`config.mk`:
```
export PLATFORM = sky130hd
export DESIGN_NAME = ssm_splitter
export DESIGN_NICKNAME = d
export VERILOG_FILES = /design/src/rtl/ssm_pkg.sv /design/src/rtl/ssm_frame.sv /design/src/rtl/ssm_capture.sv /design/src/rtl/ssm_burst.sv /design/src/rtl/ssm_splitter.sv
export SDC_FILE = /design/constraint.sdc
export NUM_CORES = 1
export LEC_CHECK = 0
export BUFFER_PORTS_ARGS = -buffer_cell sky130_fd_sc_hd__buf_2
export CAP_MARGIN = 10
export CORE_MARGIN = 2
export CORE_UTILIZATION = 40
export CTS_BUF_LIST = sky130_fd_sc_hd__clkbuf_8
export DETAILED_ROUTE_END_ITERATION = 7
export GPL_ROUTABILITY_DRIVEN = 1
export REMOVE_ABC_BUFFERS = 1
export SKIP_CTS_REPAIR_TIMING = 1
export SLEW_MARGIN = 40
export SYNTH_ARGS = -nofsm -noshare
export SYNTH_HDL_FRONTEND = slang
export SYNTH_SLANG_ARGS = --single-unit
```
`constraint.sdc`:
```
create_clock -name clk -period 3.1 [get_ports clk]
set_input_delay 0.31 -clock clk [delete_from_list [all_inputs] [get_ports clk]]
set_output_delay 0.31 -clock clk [all_outputs]
set_load 0.1 [all_outputs]
```
`src/rtl/ssm_pkg.sv`:
```
package ssm_pkg;

    typedef enum logic [1:0] {
        FR_PRIME,
        FR_HUNT,
        FR_LIVE
    } frame_st_e;

    typedef enum logic [1:0] {
        BS_IDLE,
        BS_LEAD,
        BS_SHIFT,
        BS_END
    } burst_st_e;

    localparam int LANE_MINUS = 0;
    localparam int LANE_PLUS  = 1;
    localparam int LANES      = 4;

endpackage

```
`src/rtl/ssm_frame.sv`:
```
module ssm_frame
    import ssm_pkg::*;
#(
    parameter int POS_W = 6
) (
    input  logic             clk,
    input  logic             rst,
    input  logic             bclk,
    input  logic             ws,
    input  logic             i2s_mode,
    output logic             tick,
    output logic             fall,
    output logic             left_half,
    output logic             launch,
    output logic             capture_en,
    output logic [POS_W-1:0] cur_pos
);

    localparam logic [POS_W-1:0] POS_MAX = '1;

    frame_st_e        st_q, st_d;
    logic             bclk_q;
    logic             ws_last;
    logic [POS_W-1:0] pos_q;
    logic             ws_edge;
    logic             left_start;

    always_comb begin
        tick       = bclk & ~bclk_q;
        fall       = ~bclk & bclk_q;
        ws_edge    = tick && (st_q != FR_PRIME) && (ws != ws_last);
        left_half  = (ws == ~i2s_mode);
        left_start = ws_edge && left_half;
        cur_pos    = ws_edge ? '0 : pos_q;
        launch     = left_start && (st_q == FR_LIVE);
        capture_en = (st_q != FR_PRIME);
    end

    always_comb begin
        st_d = st_q;
        unique case (st_q)
            FR_PRIME: if (tick)       st_d = FR_HUNT;
            FR_HUNT:  if (left_start) st_d = FR_LIVE;
            FR_LIVE:                  st_d = FR_LIVE;
            default:                  st_d = FR_PRIME;
        endcase
    end

    always_ff @(posedge clk) begin
        if (rst) begin
            st_q    <= FR_PRIME;
            bclk_q  <= 1'b0;
            ws_last <= 1'b0;
            pos_q   <= POS_MAX;
        end else begin
            st_q   <= st_d;
            bclk_q <= bclk;
            if (tick) begin
                ws_last <= ws;
                pos_q   <= (cur_pos == POS_MAX) ? POS_MAX : cur_pos + 1'b1;
            end
        end
    end


    launch_live_chk: assert property (@(posedge clk) disable iff (rst)
        launch |-> $past(st_q != FR_PRIME));

endmodule

```
`src/rtl/ssm_capture.sv`:
```
module ssm_capture #(
    parameter int DAC_W = 16,
    parameter int POS_W = 6
) (
    input  logic                       clk,
    input  logic                       rst,
    input  logic                       tick,
    input  logic                       capture_en,
    input  logic                       left_half,
    input  logic                       ofs,
    input  logic                       sd,
    input  logic [POS_W-1:0]           cur_pos,
    output logic [1:0]                 sign,
    output logic [1:0][DAC_W-1:0]      mag
);

    logic [POS_W-1:0] sign_pos;
    logic [POS_W-1:0] last_pos;
    logic             at_sign;
    logic             at_mag;

    always_comb begin
        sign_pos = POS_W'(ofs);
        last_pos = sign_pos + POS_W'(DAC_W);
        at_sign  = tick && capture_en && (cur_pos == sign_pos);
        at_mag   = tick && capture_en && (cur_pos > sign_pos) && (cur_pos <= last_pos);
    end

    for (genvar ch = 0; ch < 2; ch++) begin : g_chan
        logic mine;
        assign mine = (ch == 0) ? left_half : ~left_half;

        always_ff @(posedge clk) begin
            if (rst) begin
                sign[ch] <= 1'b0;
                mag[ch]  <= '0;
            end else begin
                if (at_sign && mine) sign[ch] <= sd;
                if (at_mag && mine)  mag[ch]  <= {mag[ch][DAC_W-2:0], sd};
            end
        end


        sign_hold_chk: assert property (@(posedge clk) disable iff (rst)
            !$stable(sign[ch]) |-> $past(tick && capture_en));
    end

endmodule

```
`src/rtl/ssm_burst.sv`:
```
module ssm_burst
    import ssm_pkg::*;
#(
    parameter int DAC_W = 16
) (
    input  logic                  clk,
    input  logic                  rst,
    input  logic                  tick,
    input  logic                  fall,
    input  logic                  launch,
    input  logic                  ofs,
    input  logic [1:0]            sign,
    input  logic [1:0][DAC_W-1:0] mag,
    output logic                  oclk,
    output logic [LANES-1:0]      data,
    output logic                  latch
);

    localparam int CNT_W = $clog2(DAC_W) + 1;
    localparam logic [CNT_W-1:0] LAST = CNT_W'(DAC_W - 1);

    burst_st_e                   st_q, st_d;
    logic [CNT_W-1:0]            cnt_q;
    logic [LANES-1:0][DAC_W-1:0] lane_src;
    logic [LANES-1:0][DAC_W-1:0] sh_q;

    for (genvar ch = 0; ch < 2; ch++) begin : g_lane
        assign lane_src[2*ch+LANE_MINUS] = sign[ch] ? mag[ch] : '1;
        assign lane_src[2*ch+LANE_PLUS]  = sign[ch] ? '0 : mag[ch];
    end

    always_comb begin
        st_d = st_q;
        unique case (st_q)
            BS_IDLE:  if (launch) st_d = ofs ? BS_LEAD : BS_SHIFT;
            BS_LEAD:  if (tick)   st_d = BS_SHIFT;
            BS_SHIFT: if (tick && cnt_q == LAST) st_d = BS_END;
            BS_END:   if (tick)   st_d = BS_IDLE;
            default:              st_d = BS_IDLE;
        endcase
    end

    always_ff @(posedge clk) begin
        if (rst) begin
            st_q  <= BS_IDLE;
            cnt_q <= '0;
        end else begin
            st_q <= st_d;
            if (st_q == BS_SHIFT && tick) cnt_q <= cnt_q + 1'b1;
            else if (st_q == BS_IDLE)     cnt_q <= '0;
        end
    end

    always_ff @(posedge clk) begin
        if (rst) begin
            oclk  <= 1'b0;
            data  <= '0;
            latch <= 1'b0;
            sh_q  <= '0;
        end else begin
            latch <= 1'b0;
            if (fall) oclk <= 1'b0;
            if (st_q == BS_IDLE && launch) sh_q <= lane_src;
            if (tick) begin
                if (st_q == BS_SHIFT) begin
                    oclk <= 1'b1;
                    for (int k = 0; k < LANES; k++) begin
                        data[k] <= sh_q[k][DAC_W-1];
                        sh_q[k] <= {sh_q[k][DAC_W-2:0], 1'b0};
                    end
                end else if (st_q == BS_END) begin
                    data  <= '0;
                    latch <= 1'b1;
                end
            end
        end
    end

    logic             oclk_d1;
    logic [CNT_W:0]   rises_q;

    always_ff @(posedge clk) begin
        if (rst) begin
            oclk_d1 <= 1'b0;
            rises_q <= '0;
        end else begin
            oclk_d1 <= oclk;
            if (latch)               rises_q <= '0;
            else if (oclk & ~oclk_d1) rises_q <= rises_q + 1'b1;
        end
    end


    latch_single_chk: assert property (@(posedge clk) disable iff (rst)
        latch |=> !latch);


    latch_quiet_chk: assert property (@(posedge clk) disable iff (rst)
        latch |-> (!oclk && data == '0));


    pulse_count_chk: assert property (@(posedge clk) disable iff (rst)
        latch |-> (rises_q == (CNT_W+1)'(DAC_W)));


    fall_stable_chk: assert property (@(posedge clk) disable iff (rst)
        $fell(oclk) |-> $stable(data));


    data_tick_chk: assert property (@(posedge clk) disable iff (rst)
        !$stable(data) |-> $past(tick));

endmodule

```
`src/rtl/ssm_splitter.sv`:
```
module ssm_splitter
    import ssm_pkg::*;
#(
    parameter int DAC_W = 16
) (
    input  logic clk,
    input  logic rst,
    input  logic i2s_mode,
    input  logic bclk,
    input  logic ws,
    input  logic sdata,
    output logic dac_bclk,
    output logic lm,
    output logic lp,
    output logic rm,
    output logic rp,
    output logic dac_latch
);

    localparam int POS_W = $clog2(DAC_W + 4) + 1;

    logic                  tick;
    logic                  fall;
    logic                  left_half;
    logic                  launch;
    logic                  capture_en;
    logic [POS_W-1:0]      cur_pos;
    logic [1:0]            sign;
    logic [1:0][DAC_W-1:0] mag;
    logic [LANES-1:0]      data;

    ssm_frame #(.POS_W(POS_W)) u_frame (
        .clk        (clk),
        .rst        (rst),
        .bclk       (bclk),
        .ws         (ws),
        .i2s_mode   (i2s_mode),
        .tick       (tick),
        .fall       (fall),
        .left_half  (left_half),
        .launch     (launch),
        .capture_en (capture_en),
        .cur_pos    (cur_pos)
    );

    ssm_capture #(.DAC_W(DAC_W), .POS_W(POS_W)) u_capture (
        .clk        (clk),
        .rst        (rst),
        .tick       (tick),
        .capture_en (capture_en),
        .left_half  (left_half),
        .ofs        (i2s_mode),
        .sd         (sdata),
        .cur_pos    (cur_pos),
        .sign       (sign),
        .mag        (mag)
    );

    ssm_burst #(.DAC_W(DAC_W)) u_burst (
        .clk    (clk),
        .rst    (rst),
        .tick   (tick),
        .fall   (fall),
        .launch (launch),
        .ofs    (i2s_mode),
        .sign   (sign),
        .mag    (mag),
        .oclk   (dac_bclk),
        .data   (data),
        .latch  (dac_latch)
    );

    assign lm = data[0*2+LANE_MINUS];
    assign lp = data[0*2+LANE_PLUS];
    assign rm = data[1*2+LANE_MINUS];
    assign rp = data[1*2+LANE_PLUS];

endmodule

```
==> summary.md, run 1 <==
| Metric | Value |
|---|---|
| Outcome | `complete, no violations` |
| Largest family of logic cells by synthesized area | `simple AND/OR/NAND/NOR gates` |
| Total clock buffers created by CTS | `17` |
| Die ar. | `14800 sq um` |
| Synthesized instance count | `635` |
| Maximum clock rate | `348.3 MHz` |
| Drt pass-1 iters | `5` |
| Total global routing overflow | `0` |
| CP arrival | `3.23 ns` |
| Detailed placement HPWL | `7325 microns` |
| Clock buffer depth | `2` |
| Rows | `42` |
| RSZ-0062 raised after global routing | `no` |
| Nets | `643` |
| Starting Density | `41.33%` |
| Area Overhead vs Synth | `12.04%` |
| Power Total | `3.793 mW` |
| Met1 wire length | `5800 microns` |
| Hold Fails Final Rpt | `0` |
| Ports | `12` |
| Asr flop ratio synth | `0%` |
| Post-synthesis simple-gate area fraction | `25.71%` |
| Slew HR | `53.33%` |
| Worst setup EP type | `flop` |
| Slowest cell on the critical path | `or4_4` |
| Compound-gate portion of the synthesized area | `16.15%` |
| TritonCTS Sinks | `121` |
| Ant. Diodes | `0` |
| EDFF count, synth | `0` |
| Vias | `4568` |
| First-pass GRT wire length | `21110 microns` |
| Clock skew | `0.01133 ns` |
| Post-route clock period utilization | `92.62%` |
| Worst EP required | `3.46 ns` |
| CP max stage delay | `0.46 ns` |
| Most Frequent Cell on Critical Path | `ha_1` |
| Die Wd | `121.7 microns` |
| Routed wl met3 | `398 microns` |
| Vias in the first global route | `4424` |
| Final setup violating endpoints | `0` |
| Clk slew on worst S/H paths | `0.07 ns` |
| Placeable Area | `13400 sq um` |
| Critical path launch point type | `flop` |
| Max-cap violations | `0` |
| Routed WL | `12070 microns` |
| Dominant cell type by area after synthesis | `dfxtp_1` |
| Total power per unit cell area | `611.3 nW/um^2` |
| Iteration-0 DRC Markers | `338` |
| Max-slew violations | `0` |
| Pleak | `2.178 nW` |
| Mux cell area share after synthesis | `6.710%` |
| Ys flop type | `dfxtp_1` |
| Slew @ Worst Pin | `0.6984 ns` |
| IO buf count | `11` |
| Clock Latency Late Sink | `0.44 ns` |
| Largest net degree at the start of global routing | `95` |
| Synth Warn # | `0` |
| Vias per std cell | `5.612` |
| Post-layout util | `46.30%` |
| Adder-cell share of the synthesized area | `2.485%` |
| Avg WL per Cell | `14.82 microns` |
| Xor and xnor area share after synthesis | `0.4745%` |
| Setup CP Type | `flop to flop` |
| Synth area leaders | `dfxtp_1 (44%), nand2_1 (7.5%), mux2i_1 (6.5%)` |
| H-Tree Depth | `4` |
| Fin crit period | `2.871 ns` |
| Die Y | `121.7 microns` |
| Root buf cell | `clkbuf_8` |
| Critical-path cell list | `inv_1 -> ha_1 -> or3b_4 -> o21ai_1 -> ha_1 -> nor2_1 -> or4_4 -> a211oi_4 -> buf_12 -> mux2i_1` |
| TritonCTS clock tree | `done` |
| Post-synth top area share | `43.74%` |
| Synthesis-stage register bit count | `121` |
| Post-synth cell types | `51` |
| Routability Congestion | `0.8090` |
| Cell Area, Synth | `5538 sq um` |
| Avg Cell Area, Syn | `8.721 sq um` |
| Crit path max fanout | `16` |
| Maximum VDD drop | `0.0004689 V` |
| GRT Overall Usage | `17.75%` |
| DR DRC count | `0` |
| DR top layer | `met4` |
| Antenna-violating nets left | `0` |
| Post-synthesis sequential area ratio | `43.74%` |
| Hold Crit Class | `input pin to flop` |
| Routed wl met2 | `5584 microns` |
| Layout cell share with drive strength beyond 1 | `10.34%` |
| Initial antenna violation count | `0` |
-- logic make-up after synthesis --
logic type | after synthesis
and+or+nand+nor | 288
DFF | 121
AOI/OAI and AO/OA | 113
buffers and inverters | 62
muxes | 37
adders and majority gates | 11
xor gates and xnor gates | 3
-- worst paths after layout --
kind / from / to / slack (ns) / cells past startpoint
worst max register to register: u_frame.st_q[0] / u_capture.mag[13] / 0.23 / 10
worst min register to register: u_burst.sh_q[48] / u_burst.sh_q[48] / 0.47 / 2
worst max-delay path: u_frame.st_q[0] / u_capture.mag[13] / 0.23 / 10
worst min-delay path: bclk / u_frame.bclk_q / 0.18 / 2
-- cell type report --
class | count | area (sq um)
flip-flops and latches | 121 | 2425
multi-input cells | 452 | 2888
repair buffers | 23 | 182.7
well taps | 176 | 220.2
clock inverters | 9 | 145.1
clock buffers | 22 | 302.8
fillers | 1292 | 7196
inverters | 11 | 41.29
-- through the flow --
| step | area, sq um | hold slack, ns | worst slack, ns | std cells | TNS [ns] |
|---|---|---|---|---|---|
| after floorplan | 5318 | 0.3791 | -1.344 | 584 | -79.52 |
| after global placement | 5743 | 0.4434 | 0.1922 | 783 | 0 |
| after detailed placement | 5749 | 0.4577 | 0.1087 | 783 | 0 |
| after CTS | 6197 | 0.1581 | 0.07207 | 814 | 0 |
| after global routing | 6205 | 0.1721 | 0.04097 | 814 | 0 |
| final | 6205 | 0.1834 | 0.2287 | 814 | 0 |
-- placed cells by master (no fill, tap or decap), drive strengths merged, types with 2 or more instances in the layout --
master	synthesis	final
clkinv	0	2
bufinv	0	4
clkbuf	37	22
nor3b	5	5
and3	4	4
and3b	2	2
a21oi	17	17
o21ai	10	10
nand2	110	110
nand4	2	2
a22oi	6	6
nor3	5	5
nor2b	32	32
or4	2	2
nand3b	34	34
mux2i	36	36
a311oi	30	30
ha	11	11
inv	11	13
dfxtp	121	121
o311ai	30	30
o211ai	4	4
a211oi	5	5
nor2	52	52
xor2	2	2
nand3	34	34
buf	14	23
-- critical path, delay by kind of cell, from the launching register on --
kind	cells	cell delay, ns
buffers and inverters	2	0.28
muxes	1	0.20
AOI/OAI and AO/OA	2	0.50
adders and majority gates	2	0.45
and+or+nand+nor	3	0.99
DFF	1	0.36
-- metal layers --
metal / up-vias / GRT usage (%)
met2: 94 / 28.93
met4: 0 / 8.693
li1: 2266 / -
met5: - / 0
met1: 2183 / 22.33
met3: 25 / 3.792
-- cell usage after synthesis, types with 5 or more instances --
cell type    n
nand2_1    110
dfxtp_1    121
clkbuf_1    37
nor2_1      52
mux2i_1     36
inv_1       10
a21oi_1     16
o311ai_0    30
nor2b_1     32
buf_2        8
a22oi_1      6
nand3b_1    34
o21ai_0     10
nor3_1       5
ha_1        11
nand3_1     34
a311oi_1    30
-- registers in the layout, indices dropped and copies added, names as in the netlist, 2 cells and up --
name / count
u_burst.sh_q: 64
u_capture.mag: 32
u_frame.pos_q: 6
u_burst.cnt_q: 5
u_burst.data: 4
u_burst.st_q: 2
u_capture.sign: 2
u_frame.st_q: 2
-- power breakdown --
part           switching [mW]  internal (mW)
sequential             0.0622           1.63
clock                   0.601          0.971
combinational           0.334          0.190
Power figures use the tool's default switching activity.
==> run 2, diff against run 1 <==
- CELL_PAD_IN_SITES_DETAIL_PLACEMENT: default -> 0
- CELL_PAD_IN_SITES_GLOBAL_PLACEMENT: default -> 2
- CORE_UTILIZATION: 40 -> 37
- PLACE_DENSITY_LB_ADDON: default -> 0.1
==> run 2 against run 1 <==
  * Via count is 0.22% higher
  * Global-route usage is 0.28 points lower
  * Sequential cell count stayed put
  * Sequential power hardly changed
  * Clock skew is 0.0021 ns lower
  * Maximum frequency is 1.7% lower
  * Largest cell class unchanged
  * Largest power group unchanged
==> summary.md, run 2 (synthesis results as in run 1) <==
| Metric | Value |
|---|---|
| Worst EP required | `3.45 ns (about the same)` |
| Reg-to-reg startpoint | `u_frame.st_q[0]` |
| Maximum VDD drop | `0.0002632 V (-44%)` |
| Layout cell share with drive strength beyond 1 | `11.34% (+0.99 points)` |
| Critical path launch point type | `flop` |
| Clk slew on worst S/H paths | `0.07 ns (about the same)` |
| Drt pass-1 iters | `5 (unchanged)` |
| Max reg flops | `64 (unchanged)` |
| Outcome | `complete, no violations` |
| Starting Density | `37.96% (-3.4 points)` |
| TritonCTS Sinks | `121 (unchanged)` |
| Largest net degree at the start of global routing | `59 (-38%)` |
| Detailed placement HPWL | `8326 microns (+14%)` |
| Setup CP Type | `flop to flop` |
| Area after DPL | `5793 sq um (+0.76%)` |
| Reg2reg setup slack | `0.18 ns (-0.05 ns)` |
| Hold-critical path endpoint | `u_frame.ws_last` |
| Routed WL | `13240 microns (+9.7%)` |
| Pleak | `2.195 nW (+0.75%)` |
| Most common cell after layout, fill and taps aside | `dfxtp_1` |
| DR DRC count | `0 (unchanged)` |
| Critical path's top delay family | `simple AND/OR/NAND/NOR gates` |
| Placeable Area | `14590 sq um (+8.9%)` |
| First-pass GRT wire length | `22490 microns (+6.5%)` |
| Slew HR | `55.63% (+2.3 points)` |
| Crit path max fanout | `16 (unchanged)` |
| Antenna-violating nets left | `0 (unchanged)` |
| Total global routing overflow | `0 (unchanged)` |
| Most Frequent Cell on Critical Path | `ha_1` |
| Leading cell types in the layout, fill and taps excluded | `dfxtp_1 (119), nand2_1 (110), nor2_1 (50)` |
| Area Overhead vs Synth | `13.17%` |
| Die Y | `126.3 microns (+3.8%)` |
| Final instance count without filler cells | `828 (+1.7%)` |
| RSZ-0062 raised after global routing | `no` |
| Largest Register | `u_burst.sh_q` |
| Rows | `44 (+4.8%)` |
| R2r endpoint | `u_capture.mag[5]` |
| GRT Overall Usage | `17.47% (-0.28 points)` |
| Worst reg-to-reg path cell count | `10 (unchanged)` |
| Vias per std cell | `5.529 (-1.5%)` |
| Cell depth of the worst hold path | `3 (+1)` |
| Worst Path Buf+Inv | `2 (unchanged)` |
| Vias | `4578 (+0.22%)` |
| Nets | `648 (+0.78%)` |
| Ports | `12 (unchanged)` |
| CP arrival | `3.28 ns (+0.05 ns)` |
| H-Tree Depth | `4 (unchanged)` |
| Total power per unit cell area | `620.7 nW/um^2 (+1.5%)` |
| Final Cell Area | `6267 sq um (+1.0%)` |
| Slowest cell on the critical path | `or4_4` |
| Die Wd | `126.3 microns (+3.8%)` |
| Placed cell count | `796 (+1.7%)` |
| Critical-path cell list | `inv_1 -> ha_1 -> or3b_4 -> o21ai_0 -> ha_1 -> nor2_1 -> or4_4 -> a211oi_4 -> buf_12 -> mux2i_1` |
| Clock buffer depth | `2 (unchanged)` |
| Root buf cell | `clkbuf_8` |
| Post-route clock period utilization | `94.24% (+1.6 points)` |
| Ant. Diodes | `0 (unchanged)` |
| Final setup violating endpoints | `0 (unchanged)` |
| Slew @ Worst Pin | `0.6642 ns (-0.03420 ns)` |
| Clock skew | `0.009256 ns (-0.002075 ns)` |
| Hold Fails Final Rpt | `0 (unchanged)` |
| TritonCTS clock tree | `done` |
| Die ar. | `15960 sq um (+7.8%)` |
| Worst Hold Launch | `ws` |
| CP max stage delay | `0.46 ns (about the same)` |
| IO buf count | `11 (unchanged)` |
| Total clock buffers created by CTS | `17 (unchanged)` |
| Maximum clock rate | `342.3 MHz (-1.7%)` |
| Clock Latency Late Sink | `0.43 ns (about the same)` |
| Max-slew violations | `0 (unchanged)` |
| Routability Congestion | `0.7755 (-4.1%)` |
| Avg WL per Cell | `15.99 microns (+7.9%)` |
| Power Total | `3.890 mW (+2.6%)` |
| Hold Crit Class | `input pin to flop` |
| Worst setup EP type | `flop` |
| Max-cap violations | `0 (unchanged)` |
| Initial antenna violation count | `0 (unchanged)` |
| Iteration-0 DRC Markers | `245 (-28%)` |
| Vias in the first global route | `4432 (+0.18%)` |
| Largest regs | `u_burst.sh_q (64), u_capture.mag (32), u_frame.pos_q (6)` |
| Fin crit period | `2.922 ns (+0.05023 ns)` |
[run 2: final cells by class]
cell class / instances / area, sq um
clock buffers: 20 / 275.3
well taps: 184 / 230.2
inverters: 11 / 41.29
repair buffers: 28 / 220.2
clock inverters: 12 / 195.2
fillers: 1466 / 8322
multi-input cells: 452 / 2880
flip-flops and latches: 121 / 2425
[run 2: layer usage]
layer	vias up	global-route usage [%]	wire length, microns
li1	2274	-	-
met1	2216	23.12	6649
met2	73	27.62	5987
met3	15	4.302	402
met4	0	6.658	201
met5	-	0	0
[run 2: worst max path at each step]
stage	start	to	depth (start not counted)
finish	u_frame.st_q[0]	u_capture.mag[5]	10
floorplan	u_frame.ws_last	u_burst.sh_q[10]	3
global placement	u_frame.st_q[0]	u_capture.mag[0]	10
detailed placement	u_frame.st_q[0]	u_capture.mag[5]	10
CTS	u_frame.st_q[0]	u_capture.mag[15]	10
global route	u_frame.st_q[1]	u_capture.mag[5]	10
[run 2: worst reg2reg max path, cell delays in order, from the launching register on]
cell,delay [ns]
dfxtp_1,0.35
inv_1,0.07
ha_1,0.26
or3b_4,0.45
o21ai_0,0.24
ha_1,0.20
nor2_1,0.07
or4_4,0.46
a211oi_4,0.30
buf_12,0.21
mux2i_1,0.23
[run 2: power breakdown]
part	internal [mW]	total (mW)	switching [mW]
registers	1.63	1.70	0.0642
logic	0.194	0.531	0.337
clock network	1.02	1.66	0.644
total	2.84	3.89	1.05
[run 2: per-stage QoR]
stage / worst slack [ns] / TNS (ns) / hold slack, ns / utilization [%]
global placement: 0.2045 / 0 / 0.4407 / 39.69
detailed placement: 0.09392 / 0 / 0.4454 / 39.71
finish: 0.1785 / 0 / 0.1826 / 42.96
CTS: 0.08242 / 0 / 0.1487 / 42.93
global route: 0.01700 / 0 / 0.1812 / 42.96
floorplan: -1.344 / -79.52 / 0.3791 / -
